$ cat src/rtl/pwr_pkg.sv
package pwr_pkg;
  localparam int unsigned CTRL_OFS      = 0;
  localparam int unsigned STAT_OFS      = 4;
  localparam int unsigned LVL_W         = 3;
  localparam int unsigned CTRL_MON_EN   = 0;
  localparam int unsigned CTRL_LVL_LSB  = 1;
  localparam int unsigned CTRL_PIN_EN   = CTRL_LVL_LSB + LVL_W;
  localparam int unsigned CTRL_CLR_WKUP = 8;
  localparam int unsigned CTRL_CLR_STBY = 9;
  localparam int unsigned STAT_WKUP     = 0;
  localparam int unsigned STAT_STBY     = 1;
  localparam int unsigned STAT_MON      = 2;

  typedef struct packed {
    logic             pin_en;
    logic [LVL_W-1:0] lvl;
    logic             mon_en;
  } pwr_ctrl_t;
endpackage

$ cat src/rtl/pwr_sync.sv
module pwr_sync #(
  parameter int unsigned STAGES = 2
) (
  input  logic clk_i,
  input  logic rst_ni,
  input  logic d_i,
  output logic q_o
);
  logic [STAGES-1:0] stg_q;

  always_ff @(posedge clk_i or negedge rst_ni) begin
    if (!rst_ni) stg_q[0] <= 1'b0;
    else         stg_q[0] <= d_i;
  end

  for (genvar i = 1; i < STAGES; i++) begin : g_stage
    always_ff @(posedge clk_i or negedge rst_ni) begin
      if (!rst_ni) stg_q[i] <= 1'b0;
      else         stg_q[i] <= stg_q[i-1];
    end
  end

  assign q_o = stg_q[STAGES-1];
endmodule

$ cat src/rtl/pwr_wake_detect.sv
module pwr_wake_detect #(
  parameter int unsigned N_SRC       = 5,
  parameter int unsigned SYNC_STAGES = 2
) (
  input  logic             clk_i,
  input  logic             rst_ni,
  input  logic             pin_i,
  input  logic             pin_en_i,
  input  logic [N_SRC-1:0] src_i,
  output logic             evt_o
);
  logic pin_s;
  logic gated;
  logic gated_prev_q;

  pwr_sync #(.STAGES(SYNC_STAGES)) i_sync (
    .clk_i (clk_i),
    .rst_ni(rst_ni),
    .d_i   (pin_i),
    .q_o   (pin_s)
  );

  // gating before edge detect also catches enable-while-high
  assign gated = pin_s & pin_en_i;

  always_ff @(posedge clk_i or negedge rst_ni) begin
    if (!rst_ni) gated_prev_q <= 1'b0;
    else         gated_prev_q <= gated;
  end

  assign evt_o = (gated & ~gated_prev_q) | (|src_i);
endmodule

$ cat src/rtl/pwr_sticky_flag.sv
module pwr_sticky_flag (
  input  logic clk_i,
  input  logic rst_ni,
  input  logic set_i,
  input  logic clr_i,
  output logic flag_o
);
  always_ff @(posedge clk_i or negedge rst_ni) begin
    if (!rst_ni)     flag_o <= 1'b0;
    else if (set_i)  flag_o <= 1'b1;
    else if (clr_i)  flag_o <= 1'b0;
  end
endmodule

$ cat src/rtl/pwr_status_regs.sv
module pwr_status_regs
  import pwr_pkg::*;
#(
  parameter int unsigned ADDR_W      = 4,
  parameter int unsigned DATA_W      = 32,
  parameter int unsigned N_SRC       = 5,
  parameter int unsigned SYNC_STAGES = 2
) (
  input  logic              clk_i,
  input  logic              rst_ni,
  input  logic [ADDR_W-1:0] addr_i,
  input  logic              we_i,
  input  logic [DATA_W-1:0] wdata_i,
  output logic [DATA_W-1:0] rdata_o,
  input  logic              standby_i,
  input  logic              wkup_pin_i,
  input  logic [N_SRC-1:0]  evt_src_i,
  input  logic              cmp_below_i,
  output logic              mon_en_o,
  output logic [LVL_W-1:0]  lvl_sel_o
);
  pwr_ctrl_t ctrl_q;
  logic      sel_ctrl, sel_stat, ctrl_wr;
  logic      clr_wkup, clr_stby;
  logic      wake_evt;
  logic      wkup_flag, stby_flag;
  logic      mon_q;
  logic      wdata_unused;

  assign sel_ctrl = (addr_i == ADDR_W'(CTRL_OFS));
  assign sel_stat = (addr_i == ADDR_W'(STAT_OFS));
  assign ctrl_wr  = we_i & sel_ctrl;
  assign clr_wkup = ctrl_wr & wdata_i[CTRL_CLR_WKUP];
  assign clr_stby = ctrl_wr & wdata_i[CTRL_CLR_STBY];
  assign wdata_unused = ^{wdata_i[DATA_W-1:CTRL_CLR_STBY+1],
                          wdata_i[CTRL_CLR_WKUP-1:CTRL_PIN_EN+1]};

  always_ff @(posedge clk_i or negedge rst_ni) begin
    if (!rst_ni) begin
      ctrl_q <= '0;
    end else begin
      if (ctrl_wr) begin
        ctrl_q.mon_en <= wdata_i[CTRL_MON_EN];
        ctrl_q.lvl    <= wdata_i[CTRL_LVL_LSB +: LVL_W];
        ctrl_q.pin_en <= wdata_i[CTRL_PIN_EN];
      end
      if (standby_i) ctrl_q.mon_en <= 1'b0;  // monitor stops in standby
    end
  end

  always_ff @(posedge clk_i or negedge rst_ni) begin
    if (!rst_ni)        mon_q <= 1'b0;
    else if (standby_i) mon_q <= 1'b0;
    else                mon_q <= ctrl_q.mon_en & cmp_below_i;
  end

  pwr_wake_detect #(.N_SRC(N_SRC), .SYNC_STAGES(SYNC_STAGES)) i_wake (
    .clk_i   (clk_i),
    .rst_ni  (rst_ni),
    .pin_i   (wkup_pin_i),
    .pin_en_i(ctrl_q.pin_en),
    .src_i   (evt_src_i),
    .evt_o   (wake_evt)
  );

  pwr_sticky_flag i_wkup_flag (
    .clk_i (clk_i),
    .rst_ni(rst_ni),
    .set_i (wake_evt),
    .clr_i (clr_wkup),
    .flag_o(wkup_flag)
  );

  pwr_sticky_flag i_stby_flag (
    .clk_i (clk_i),
    .rst_ni(rst_ni),
    .set_i (standby_i),
    .clr_i (clr_stby),
    .flag_o(stby_flag)
  );

  always_comb begin
    rdata_o = '0;
    if (sel_ctrl) begin
      rdata_o[CTRL_MON_EN]               = ctrl_q.mon_en;
      rdata_o[CTRL_LVL_LSB +: LVL_W]     = ctrl_q.lvl;
      rdata_o[CTRL_PIN_EN]               = ctrl_q.pin_en;
    end else if (sel_stat) begin
      rdata_o[STAT_MON]  = mon_q;
      rdata_o[STAT_STBY] = stby_flag;
      rdata_o[STAT_WKUP] = wkup_flag;
    end
  end

  assign mon_en_o  = ctrl_q.mon_en;
  assign lvl_sel_o = ctrl_q.lvl;
endmodule

$ cat config.mk
export PLATFORM = sky130hd
export DESIGN_NAME = pwr_status_regs
export DESIGN_NICKNAME = d
export VERILOG_FILES = /design/src/rtl/pwr_pkg.sv /design/src/rtl/pwr_sync.sv /design/src/rtl/pwr_wake_detect.sv /design/src/rtl/pwr_sticky_flag.sv /design/src/rtl/pwr_status_regs.sv
export SDC_FILE = /design/constraint.sdc
export NUM_CORES = 1
export LEC_CHECK = 0
export BUFFER_PORTS_ARGS = -buffer_cell sky130_fd_sc_hd__clkbuf_2
export CAP_MARGIN = 20
export CORE_MARGIN = 1
export CORE_UTILIZATION = 33
export DETAILED_ROUTE_END_ITERATION = 10
export PLACE_DENSITY = 0.88
export SYNTH_ARGS = -nofsm -noshare
export SYNTH_HDL_FRONTEND = slang
export SYNTH_SLANG_ARGS = --single-unit
$ cat constraint.sdc
create_clock -name clk_i -period 0.85 [get_ports clk_i]
set_input_delay 0.085 -clock clk_i [delete_from_list [all_inputs] [get_ports clk_i]]
set_output_delay 0.085 -clock clk_i [all_outputs]
set_load 0.02 [all_outputs]
==> results.ini <==
[outcome]
outcome=finished with violations
violations=setup timing

[final_layout]
fin_cells=144
layout_common_cells=conb_1, clkbuf_2, dfrtp_1, buf_6
design_area_um2=1080
drive_gt1_share_pct=50.4
antenna_cells=0
final_common_cell=conb_1
area_growth_pct=51.6
nets=165
n_fill_cell=169
regArea_um2=275
multi_input_area_um2=340

[worst_setup_path]
max_stage_delay_ns=0.39
worstSetupStartpointType=register
r2r-start=lvl_sel_o[1]
slowest_stage=dfrtp_1
end_kind=primary output
path_buf_inv=1
crit_type=register to primary output
cp_cell_sequence=mux2i_1, nor2_2, clkbuf_8
crit_arrival_ns=1.05
crit_required_ns=0.76
crit_path_start=lvl_sel_o[1]
crit_family=flip-flops
rrSetupSlack_ns=-0.16
cp_max_fo=2

[timing]
finalMaxSlewViolations=0
period_share_pct=133
finalWorstSetupSlack_ns=-0.282
hold_viol_final=0
skew_ns=0.000639
fin_crit_ns=1.13
setup_viol=13
finalSetupTns_ns=-2.15
max_freq_mhz=883
rsz0062_at_grt=true

[logic_synthesis]
avgSynthCellArea_um2=10.4
syn_inst=69
yosys.area.top_type_share_pct=38.5
synth_area_um2=716
synth_cell_types=19
ys_warn_count=0
ys_ff_latch=11
synth.largest_area_cell=dfrtp_1
yosysSeqAreaShare_pct=38.5
yosys-top-cells-area=dfrtp_1, buf_4, mux2_4

[grt]
globalRouteTotalUtil_pct=12.6
overflow=0
grt_pass1_vias=539
grt_pass1_wl_um=2250
antenna_found_initial=0
grt_max_degree=12

[power]
power.density_nw_per_um2=1470
p_total_uw=1590
peakVddDrop_mv=0.960
power_leakage_uw=0.000588

[drt]
viasPerCell=3.98
dr.pass1.iters=4
drtIter0Drc=4
remaining_drc_errors=0
antenna_left=0
wire_per_inst_um=9.99
drt-total-wl_um=1440
dr_total_vias=573

[place]
dp_hpwl_um=990
port_buffers=30
place_ws_ns=-0.374
dpl.cell_count=130
placedInstanceArea_um2=845
gp_congestion=0.716

[min_path]
hold_class=primary input to register
hp-start=standby_i

[clocking]
cts.sinks=11
insertion_delay_ns=0.26
htree_levels=1
clk_path_buf_depth=2
clk_pin_slew_ns=0.07
cts_tree=yes
cts_buffers=3
root_buffer=clkbuf_4

[floorplanning]
initial_core_util_pct=35.7
io_pins=83
floorplan.die_area_um2=2360
die_w_um=48.6
rows=16
core_area_um2=2000
dieHeight_um=48.6

[run]
maxCapViolCount=0

power breakdown:
part	switching [uW]	total (uW)	leakage, uW	internal (uW)
Sequential	36.4	617	0.000131	580
Combinational	303	626	0.000442	323
Clock	170	352	0.0000150	182
Total	510	1590	0.000588	1090
flip-flops by register name, summed over array words and instances (netlist names):
signal               count
ctrl_q                   1
i_stby_flag.flag_o       1
i_wake.gated_prev_q      1
i_wake.i_sync.q_o        1
i_wake.i_sync.stg_q      1
i_wkup_flag.flag_o       1
lvl_sel_o                3
mon_en_o                 1
mon_q                    1
final timing paths:
check | to | depth (start not counted)
setup / recovery | rdata_o[2] | 3
hold / removal | i_stby_flag.flag_o | 2
setup reg to reg | lvl_sel_o[1] | 3
hold reg to reg | i_wake.i_sync.q_o | 0
max in group asynchronous | i_wkup_flag.flag_o | 2
min in group asynchronous | lvl_sel_o[0] | 2
cell families after synthesis:
group,synth area share (%)
buf+inv,31.5
simple gates,11.9
flops,38.5
mux,14.0
compound gates,3.67
other cells,0.524
metrics by stage:
stage          hold WS [ns]  utilization (%)
2_1_floorplan        -0.211                -
3_3_place_gp        -0.0367             42.2
3_5_place_dp        -0.0277             42.2
4_1_cts              0.0155             50.0
5_1_grt              0.0212             54.2
6_report             0.0165             54.2
per-layer routing:
metal	wire, um	share of wire [%]	up-vias	track usage, %
met4	21	1.5	0	7.35
met2	848	59	41	24.6
met5	0	0	-	0
met1	488	34	264	12.9
li1	-	-	265	-
met3	81	5.6	3	0.943
cell usage after synthesis:
master / n
buf_4: 27
dfrtp_1: 11
nor2_1: 5
mux2_4: 4
mux2i_1: 4
inv_1: 3
and2_2: 2
nand2b_1: 2
a21o_1: 1
and2_1: 1
buf_6: 1
conb_1: 1
nand2_1: 1
nand3_1: 1
nor3_1: 1
nor4_2: 1
o211a_1: 1
o221ai_1: 1
or3_1: 1
area by class of cell:
type / instances / area share [%]
Tap cell: 27 / 3.11
Timing Repair Buffer: 46 / 36.7
Inverter: 3 / 1.04
Multi-Input combinational cell: 53 / 31.4
Sequential cell: 11 / 25.4
Clock buffer: 4 / 2.42
what timing repair did:
item / CTS / global route
setup endpoints to repair: 15 / 15
resized for setup: 17 / 29
hold buffers: 3 / 0
endpoints found under the hold margin: 13 / 0
pin swaps: 1 / 2
setup buffers: 4 / 4
gates cloned: 0 / 0
No activity file was read; power rests on OpenSTA's default activity.
